<file path="src/rtl/i2c_tgt_pkg.sv">
package i2c_tgt_pkg;
  localparam int BYTE_W = 8;
  localparam int CNT_W  = 4;

  typedef enum logic [2:0] {
    ST_IDLE,
    ST_ADDR,
    ST_PTR,
    ST_WDATA,
    ST_RDATA,
    ST_ACK,
    ST_HACK,
    ST_SKIP
  } busState_t;

  typedef struct packed {
    logic bitClr;
    logic bitInc;
    logic shiftIn;
    logic txNext;
    logic loadPtr;
    logic incPtr;
    logic relatchA0;
    logic rdFetch;
    logic wrData;
    logic driveAck;
    logic driveBit;
    logic relBus;
  } dpStrobe_t;
endpackage

</file>
<file path="src/rtl/i2c_line_sync.sv">
module i2c_line_sync #(
  parameter int SYNC_STAGES = 2
) (
  input  logic clk,
  input  logic rstN,
  input  logic sclIn,
  input  logic sdaIn,
  output logic sdaLevel,
  output logic sclRise,
  output logic sclFall,
  output logic startEv,
  output logic stopEv
);
  localparam int LAST = SYNC_STAGES - 1;

  logic [LAST:0] sclPipe;
  logic [LAST:0] sdaPipe;
  logic sclPrev;
  logic sdaPrev;
  logic sclNow;

  always_ff @(posedge clk) begin
    if (!rstN) begin
      sclPipe <= '1;
      sdaPipe <= '1;
      sclPrev <= 1'b1;
      sdaPrev <= 1'b1;
    end else begin
      sclPipe <= {sclPipe[LAST-1:0], sclIn};
      sdaPipe <= {sdaPipe[LAST-1:0], sdaIn};
      sclPrev <= sclPipe[LAST];
      sdaPrev <= sdaPipe[LAST];
    end
  end

  assign sclNow   = sclPipe[LAST];
  assign sdaLevel = sdaPipe[LAST];
  assign sclRise  = sclNow & ~sclPrev;
  assign sclFall  = ~sclNow & sclPrev;
  assign startEv  = sclNow & sclPrev & sdaPrev & ~sdaLevel;
  assign stopEv   = sclNow & sclPrev & ~sdaPrev & sdaLevel;
endmodule

</file>
<file path="src/rtl/i2c_tgt_datapath.sv">
module i2c_tgt_datapath
  import i2c_tgt_pkg::*;
#(
  parameter logic [5:0] ADDR_UPPER = 6'b101100,
  parameter int         PTR_W      = 8
) (
  input  logic                clk,
  input  logic                rstN,
  input  dpStrobe_t           stb,
  input  logic                sdaLevel,
  input  logic                addrSel,
  input  logic [BYTE_W-1:0]   regRdData,
  output logic [CNT_W-1:0]    bitCnt,
  output logic                addrMatch,
  output logic                genCall,
  output logic                rwBit,
  output logic                sdaDriveLow,
  output logic [PTR_W-1:0]    regAddr,
  output logic [BYTE_W-1:0]   regWrData
);
  logic [BYTE_W-1:0] shiftReg;
  logic [PTR_W-1:0]  ptr;
  logic              a0;
  logic              rdPending;
  logic              sdaLow;

  // strap bit: captured while in reset and on a general call
  always_ff @(posedge clk) begin
    if (!rstN || stb.relatchA0) a0 <= addrSel;
  end

  always_ff @(posedge clk) begin
    if (!rstN) begin
      shiftReg  <= '0;
      ptr       <= '0;
      bitCnt    <= '0;
      rdPending <= 1'b0;
      sdaLow    <= 1'b0;
    end else begin
      rdPending <= stb.rdFetch;

      if (rdPending)        shiftReg <= regRdData;
      else if (stb.shiftIn) shiftReg <= {shiftReg[BYTE_W-2:0], sdaLevel};
      else if (stb.txNext)  shiftReg <= {shiftReg[BYTE_W-2:0], 1'b0};

      if (stb.loadPtr)     ptr <= shiftReg[PTR_W-1:0];
      else if (stb.incPtr) ptr <= ptr + 1'b1;

      if (stb.bitClr)      bitCnt <= '0;
      else if (stb.bitInc) bitCnt <= bitCnt + 1'b1;

      if (stb.relBus)        sdaLow <= 1'b0;
      else if (stb.driveAck) sdaLow <= 1'b1;
      else if (stb.driveBit) sdaLow <= ~shiftReg[BYTE_W-1];
      else if (stb.txNext)   sdaLow <= ~shiftReg[BYTE_W-2];
    end
  end

  assign addrMatch   = (shiftReg[BYTE_W-1:1] == {ADDR_UPPER, a0});
  assign genCall     = (shiftReg == '0);
  assign rwBit       = shiftReg[0];
  assign sdaDriveLow = sdaLow;
  assign regAddr     = ptr;
  assign regWrData   = shiftReg;
endmodule

</file>
<file path="src/rtl/i2c_tgt_ctrl.sv">
module i2c_tgt_ctrl
  import i2c_tgt_pkg::*;
(
  input  logic             clk,
  input  logic             rstN,
  input  logic             sclRise,
  input  logic             sclFall,
  input  logic             startEv,
  input  logic             stopEv,
  input  logic             sdaLevel,
  input  logic [CNT_W-1:0] bitCnt,
  input  logic             addrMatch,
  input  logic             genCall,
  input  logic             rwBit,
  input  logic             regValid,
  output dpStrobe_t        stb
);
  localparam logic [CNT_W-1:0] LAST_BIT = CNT_W'(BYTE_W);

  busState_t state, stateD;
  busState_t nextState, nextD;
  logic      hostAck, hostAckD;

  always_ff @(posedge clk) begin
    if (!rstN) begin
      state     <= ST_IDLE;
      nextState <= ST_IDLE;
      hostAck   <= 1'b0;
    end else begin
      state     <= stateD;
      nextState <= nextD;
      hostAck   <= hostAckD;
    end
  end

  always_comb begin
    stb      = '0;
    stateD   = state;
    nextD    = nextState;
    hostAckD = hostAck;
    if (stopEv) begin
      stateD     = ST_IDLE;
      stb.relBus = 1'b1;
      stb.bitClr = 1'b1;
    end else if (startEv) begin
      stateD     = ST_ADDR;
      stb.relBus = 1'b1;
      stb.bitClr = 1'b1;
    end else begin
      case (state)
        ST_ADDR, ST_PTR, ST_WDATA: begin
          if (sclRise && bitCnt < LAST_BIT) begin
            stb.shiftIn = 1'b1;
            stb.bitInc  = 1'b1;
          end else if (sclFall && bitCnt == LAST_BIT) begin
            stb.bitClr = 1'b1;
            stateD     = ST_ACK;
            if (state == ST_ADDR) begin
              if (genCall) begin
                stb.relatchA0 = 1'b1;
                stateD        = ST_SKIP;
              end else if (addrMatch) begin
                stb.driveAck = 1'b1;
                if (rwBit) begin
                  stb.rdFetch = 1'b1;
                  stb.incPtr  = 1'b1;
                  nextD       = ST_RDATA;
                end else begin
                  nextD = ST_PTR;
                end
              end else begin
                stateD = ST_SKIP;
              end
            end else if (state == ST_PTR) begin
              stb.loadPtr  = 1'b1;
              stb.driveAck = 1'b1;
              nextD        = ST_WDATA;
            end else begin
              stb.incPtr = 1'b1;
              nextD      = ST_WDATA;
              if (regValid) begin
                stb.wrData   = 1'b1;
                stb.driveAck = 1'b1;
              end
            end
          end
        end
        ST_ACK: begin
          if (sclFall) begin
            stateD = nextState;
            if (nextState == ST_RDATA) stb.driveBit = 1'b1;
            else                       stb.relBus   = 1'b1;
          end
        end
        ST_RDATA: begin
          if (sclRise) begin
            stb.bitInc = 1'b1;
          end else if (sclFall) begin
            if (bitCnt == LAST_BIT) begin
              stb.relBus = 1'b1;
              stb.bitClr = 1'b1;
              stateD     = ST_HACK;
            end else if (bitCnt != '0) begin
              stb.txNext = 1'b1;
            end
          end
        end
        ST_HACK: begin
          if (sclRise) begin
            hostAckD = ~sdaLevel;
            if (!sdaLevel) begin
              stb.rdFetch = 1'b1;
              stb.incPtr  = 1'b1;
            end
          end else if (sclFall) begin
            if (hostAck) begin
              stb.driveBit = 1'b1;
              stateD       = ST_RDATA;
            end else begin
              stateD = ST_SKIP;
            end
          end
        end
        default: ;
      endcase
    end
  end
endmodule

</file>
<file path="src/rtl/i2c_reg_target.sv">
module i2c_reg_target
  import i2c_tgt_pkg::*;
#(
  parameter logic [5:0] ADDR_UPPER  = 6'b101100,
  parameter int         PTR_W       = 8,
  parameter int         SYNC_STAGES = 2
) (
  input  logic             clk,
  input  logic             rstN,
  input  logic             sclIn,
  input  logic             sdaIn,
  input  logic             addrSel,
  output logic             sdaDriveLow,
  output logic [PTR_W-1:0] regAddr,
  output logic             regWrEn,
  output logic [7:0]       regWrData,
  output logic             regRdEn,
  input  logic [7:0]       regRdData,
  input  logic             regValid
);
  logic             sdaLevel, sclRise, sclFall, startEv, stopEv;
  logic [CNT_W-1:0] bitCnt;
  logic             addrMatch, genCall, rwBit;
  dpStrobe_t        stb;

  i2c_line_sync #(.SYNC_STAGES(SYNC_STAGES)) u_sync (
    .clk(clk), .rstN(rstN), .sclIn(sclIn), .sdaIn(sdaIn),
    .sdaLevel(sdaLevel), .sclRise(sclRise), .sclFall(sclFall),
    .startEv(startEv), .stopEv(stopEv)
  );

  i2c_tgt_ctrl u_ctrl (
    .clk(clk), .rstN(rstN), .sclRise(sclRise), .sclFall(sclFall),
    .startEv(startEv), .stopEv(stopEv), .sdaLevel(sdaLevel),
    .bitCnt(bitCnt), .addrMatch(addrMatch), .genCall(genCall),
    .rwBit(rwBit), .regValid(regValid), .stb(stb)
  );

  i2c_tgt_datapath #(.ADDR_UPPER(ADDR_UPPER), .PTR_W(PTR_W)) u_dp (
    .clk(clk), .rstN(rstN), .stb(stb), .sdaLevel(sdaLevel),
    .addrSel(addrSel), .regRdData(regRdData), .bitCnt(bitCnt),
    .addrMatch(addrMatch), .genCall(genCall), .rwBit(rwBit),
    .sdaDriveLow(sdaDriveLow), .regAddr(regAddr), .regWrData(regWrData)
  );

  assign regWrEn = stb.wrData;
  assign regRdEn = stb.rdFetch;
endmodule

</file>
<file path="config.mk">
export PLATFORM = sky130hd
export DESIGN_NAME = i2c_reg_target
export DESIGN_NICKNAME = d
export VERILOG_FILES = /design/src/rtl/i2c_tgt_pkg.sv /design/src/rtl/i2c_line_sync.sv /design/src/rtl/i2c_tgt_datapath.sv /design/src/rtl/i2c_tgt_ctrl.sv /design/src/rtl/i2c_reg_target.sv
export SDC_FILE = /design/constraint.sdc
export NUM_CORES = 1
export LEC_CHECK = 0
export CORE_UTILIZATION = 56
export DETAILED_ROUTE_END_ITERATION = 12
export HOLD_SLACK_MARGIN = 0.12
export PLACE_DENSITY = 0.87
export SYNTH_ARGS = -nofsm -noshare
export SYNTH_HDL_FRONTEND = slang
export SYNTH_SLANG_ARGS = --single-unit
export TNS_END_PERCENT = 20
</file>
<file path="constraint.sdc">
create_clock -name clk -period 4 [get_ports clk]
set_clock_uncertainty 0.1 [all_clocks]
set_input_delay 0.6 -clock clk [delete_from_list [all_inputs] [get_ports clk]]
set_output_delay 0.6 -clock clk [all_outputs]
set_load 0.005 [all_outputs]
</file>
==> impl_metrics.yaml <==
drt:
  totalWireLength_um: 4450
  ant_nets: 0
  wl_per_cell_um: 15.2
  vias_per_cell: 6.07
  drtPass1Iterations: 5
  drc: 0
  vias: 1779
  first_iter_violations: 140
place:
  io_buffers: 32
  place_congestion: 0.881
  place_inst: 285
  hpwl_um: 3140
synthesis:
  synth.area.mux_share_pct: 4.17
  ys_seq_area_share_pct: 38.0
  synth-edff-count: 1
  synth_xor_area_share_pct: 3.65
  syn-instance-count: 222
  synth_area_um2: 1920
  async_reset_ff_share_pct: 0
  synth_adder_area_share_pct: 1.95
  synth.avg_cell_area_um2: 8.66
  yosys_warnings: 0
  synth_cell_type_count: 53
  yosys.area_share.simple_pct: 22.8
  synth_compound_area_share_pct: 24.5
  ys_seq_elements: 36
  syn-num-nets: 239
  synth_top_family_by_area: "compound AO/OA/AOI/OAI gates"
  synth_flop_cell: "dfxtp_1"
final_layout:
  n_antenna_cell: 0
  area_delta_synth_final_pct: 19.2
  final_cell_count_no_fill: 293
  nFillCells: 263
  drive_gt1_share_pct: 3.61
  fin_nets: 265
floorplanning:
  initial_core_util_pct: 61.0
  core_um2: 3150
  pin_count: 33
  dieArea_um2: 3670
  die_x_um: 60.6
  die_h_um: 60.6
  std_cell_rows: 20
sta:
  period_minus_slack_ns: 3.18
  tightest_slew_ns: 1.02
  drv_slew: 0
  max_slew_margin_pct: 32.1
  finalSetupTns_ns: 0
  setup_viol: 0
  fmax_mhz: 314
  rsz0062_at_grt: "no"
  hold_viol: 0
  finalCritPeriodShare_pct: 79.6
worst_setup_path:
  cp_max_fo: 8
  cp-end-kind: "primary output"
  critPathLaunchType: "flip-flop"
  path_buf_inv: 2
  worstPathArrival_ns: 2.48
  cp.required_ns: 3.30
  criticalPathCategory: "reg2out"
  worstPathCellList: "inv_1 -> ha_1 -> and3b_1 -> nand2_1 -> o41ai_1 -> clkdlybuf4s50_1"
  slowest_stage: "clkdlybuf4s50_1"
  critPathMaxStageDelay_ns: 0.59
  critPathTopFamily: "buffers and inverters"
power:
  power.total_uw: 625
  leakagePower_nw: 0.852
  peakVddDrop_v: 0.000298
  pwr_density_cell_nw_per_um2: 273
global_route:
  grt_pass1_wl_um: 7270
  use_met2_pct: 41.3
  overflow: 0
  gr-usage-all-layers_pct: 26.7
  grt_use_met3_pct: 6.82
  grt_pass1_vias: 1602
  grt_max_degree: 33
  busiest_layer: "met2"
  use_met1_pct: 36.0
  antenna_found_initial: 0
clocking:
  cts.sinks: 36
  numCtsBuffers: 5
  cts_root_buffer: "clkbuf_4"
  clk_latency_ns: 0.35
  cts_max_path_buffers: 2
  htree_num_levels: 2
  post_cts_buffers: 0
  ctsHoldBuffers: 0
  cts_tree: "built"
  path_clk_slew_ns: 0.11
  cts-resized-gates: 0
hold_path:
  hold_path_class: "reg2reg"
run:
  max_cap_viol_count: 0
status:
  status: "complete, no violations"
[cells in the final DEF (no fill, tap or decap), types with 2 or more instances in the layout]
| cell | Yosys | layout |
|---|---|---|
| o211a_1 | 9 | 9 |
| nand4_1 | 2 | 2 |
| ha_1 | 3 | 3 |
| nor2b_1 | 6 | 6 |
| o21a_1 | 3 | 3 |
| o31ai_1 | 2 | 2 |
| nand3_1 | 10 | 10 |
| or3_1 | 3 | 3 |
| and2_1 | 3 | 3 |
| o21ai_0 | 19 | 19 |
| nand2_1 | 21 | 21 |
| clkbuf_4 | 0 | 5 |
| clkdlybuf4s50_1 | 0 | 32 |
| a31oi_1 | 6 | 6 |
| xor2_1 | 2 | 2 |
| nor3b_1 | 3 | 3 |
| inv_1 | 5 | 5 |
| mux2i_1 | 8 | 8 |
| o22ai_1 | 2 | 2 |
| nor4_1 | 2 | 2 |
| dfxtp_1 | 35 | 35 |
| clkbuf_8 | 0 | 2 |
| nor3_1 | 5 | 5 |
| a21oi_1 | 7 | 7 |
| o211ai_1 | 3 | 3 |
| nand2b_1 | 9 | 9 |
| nor2_1 | 11 | 11 |
| xnor2_1 | 6 | 6 |
[path summary, 6_finish.rpt]
kind	depth (start not counted)	start	slack, ns	endpoint
min reg2reg	1	u_sync.sdaPipe[0]	0.32	u_sync.sdaPipe[1]
max	6	u_dp.bitCnt[0]	0.82	regRdEn
max reg2reg	5	u_ctrl.state[1]	1.49	u_dp.regAddr[5]
min	1	u_sync.sdaPipe[0]	0.32	u_sync.sdaPipe[1]
[sequential cells by signal, indices dropped and copies added (netlist names), 2 cells and up]
register / flops
u_dp.regWrData: 8
u_sync.sdaPipe: 2
u_sync.sclPipe: 2
u_dp.regAddr: 8
u_ctrl.state: 3
u_dp.bitCnt: 4
u_ctrl.nextState: 3
[final cells by class]
type	instances	area [um2]	share of cell area, %
Clock buffer	8	68.8	3.00
Multi-Input combinational cell	168	1100	47.9
Sequential cell	36	731	31.9
Tap cell	44	55.1	2.40
Timing Repair Buffer	32	320	14.0
Inverter	5	18.8	0.819
[layer usage]
metal / vias to the layer above / part of all wire [%]
met5: - / 0
li1: 865 / -
met1: 808 / 46
met4: 0 / 1.1
met2: 97 / 45
met3: 9 / 8.2
[cell usage after synthesis (5+ instances only)]
library cell	n	area, um2
nor2_1	11	41.3
o21ai_0	19	95.1
nand2b_1	9	56.3
nor3_1	5	25.0
nand2_1	21	78.8
xnor2_1	6	52.6
nand3_1	10	50.1
dfxtp_1	35	701
a21oi_1	7	35.0
clkbuf_1	6	22.5
mux2i_1	8	80.1
a31oi_1	6	37.5
nor2b_1	6	37.5
inv_1	5	18.8
o211a_1	9	90.1
[kinds of logic after synthesis]
kind of cell | count (synthesis)
muxes | 8
xor gates and xnor gates | 8
AOI/OAI and AO/OA | 67
buffers and inverters | 18
adders and majority gates | 3
and+or+nand+nor | 82
DFF | 36
[power by group]
part / internal [mW] / leakage [nW] / switching (mW)
combinational: 0.0197 / 0.520 / 0.0162
sequential: 0.363 / 0.293 / 0.00373
clock: 0.103 / 0.0386 / 0.119
total: 0.486 / 0.852 / 0.139
[through the flow]
| stage | instance area [um2] | setup slack (ns) | hold WS [ns] | utilization, % |
|---|---|---|---|---|
| 2_1_floorplan | 1920 | 2.02 | 0.286 | - |
| 3_3_place_gp | 2220 | 1.28 | 0.288 | 70.5 |
| 3_5_place_dp | 2220 | 1.24 | 0.292 | 70.5 |
| 4_1_cts | 2290 | 0.827 | 0.318 | 72.7 |
| 5_1_grt | 2290 | 0.674 | 0.331 | 72.7 |
| 6_report | 2290 | 0.818 | 0.316 | 72.7 |
No activity file was read; power rests on OpenSTA's default activity.
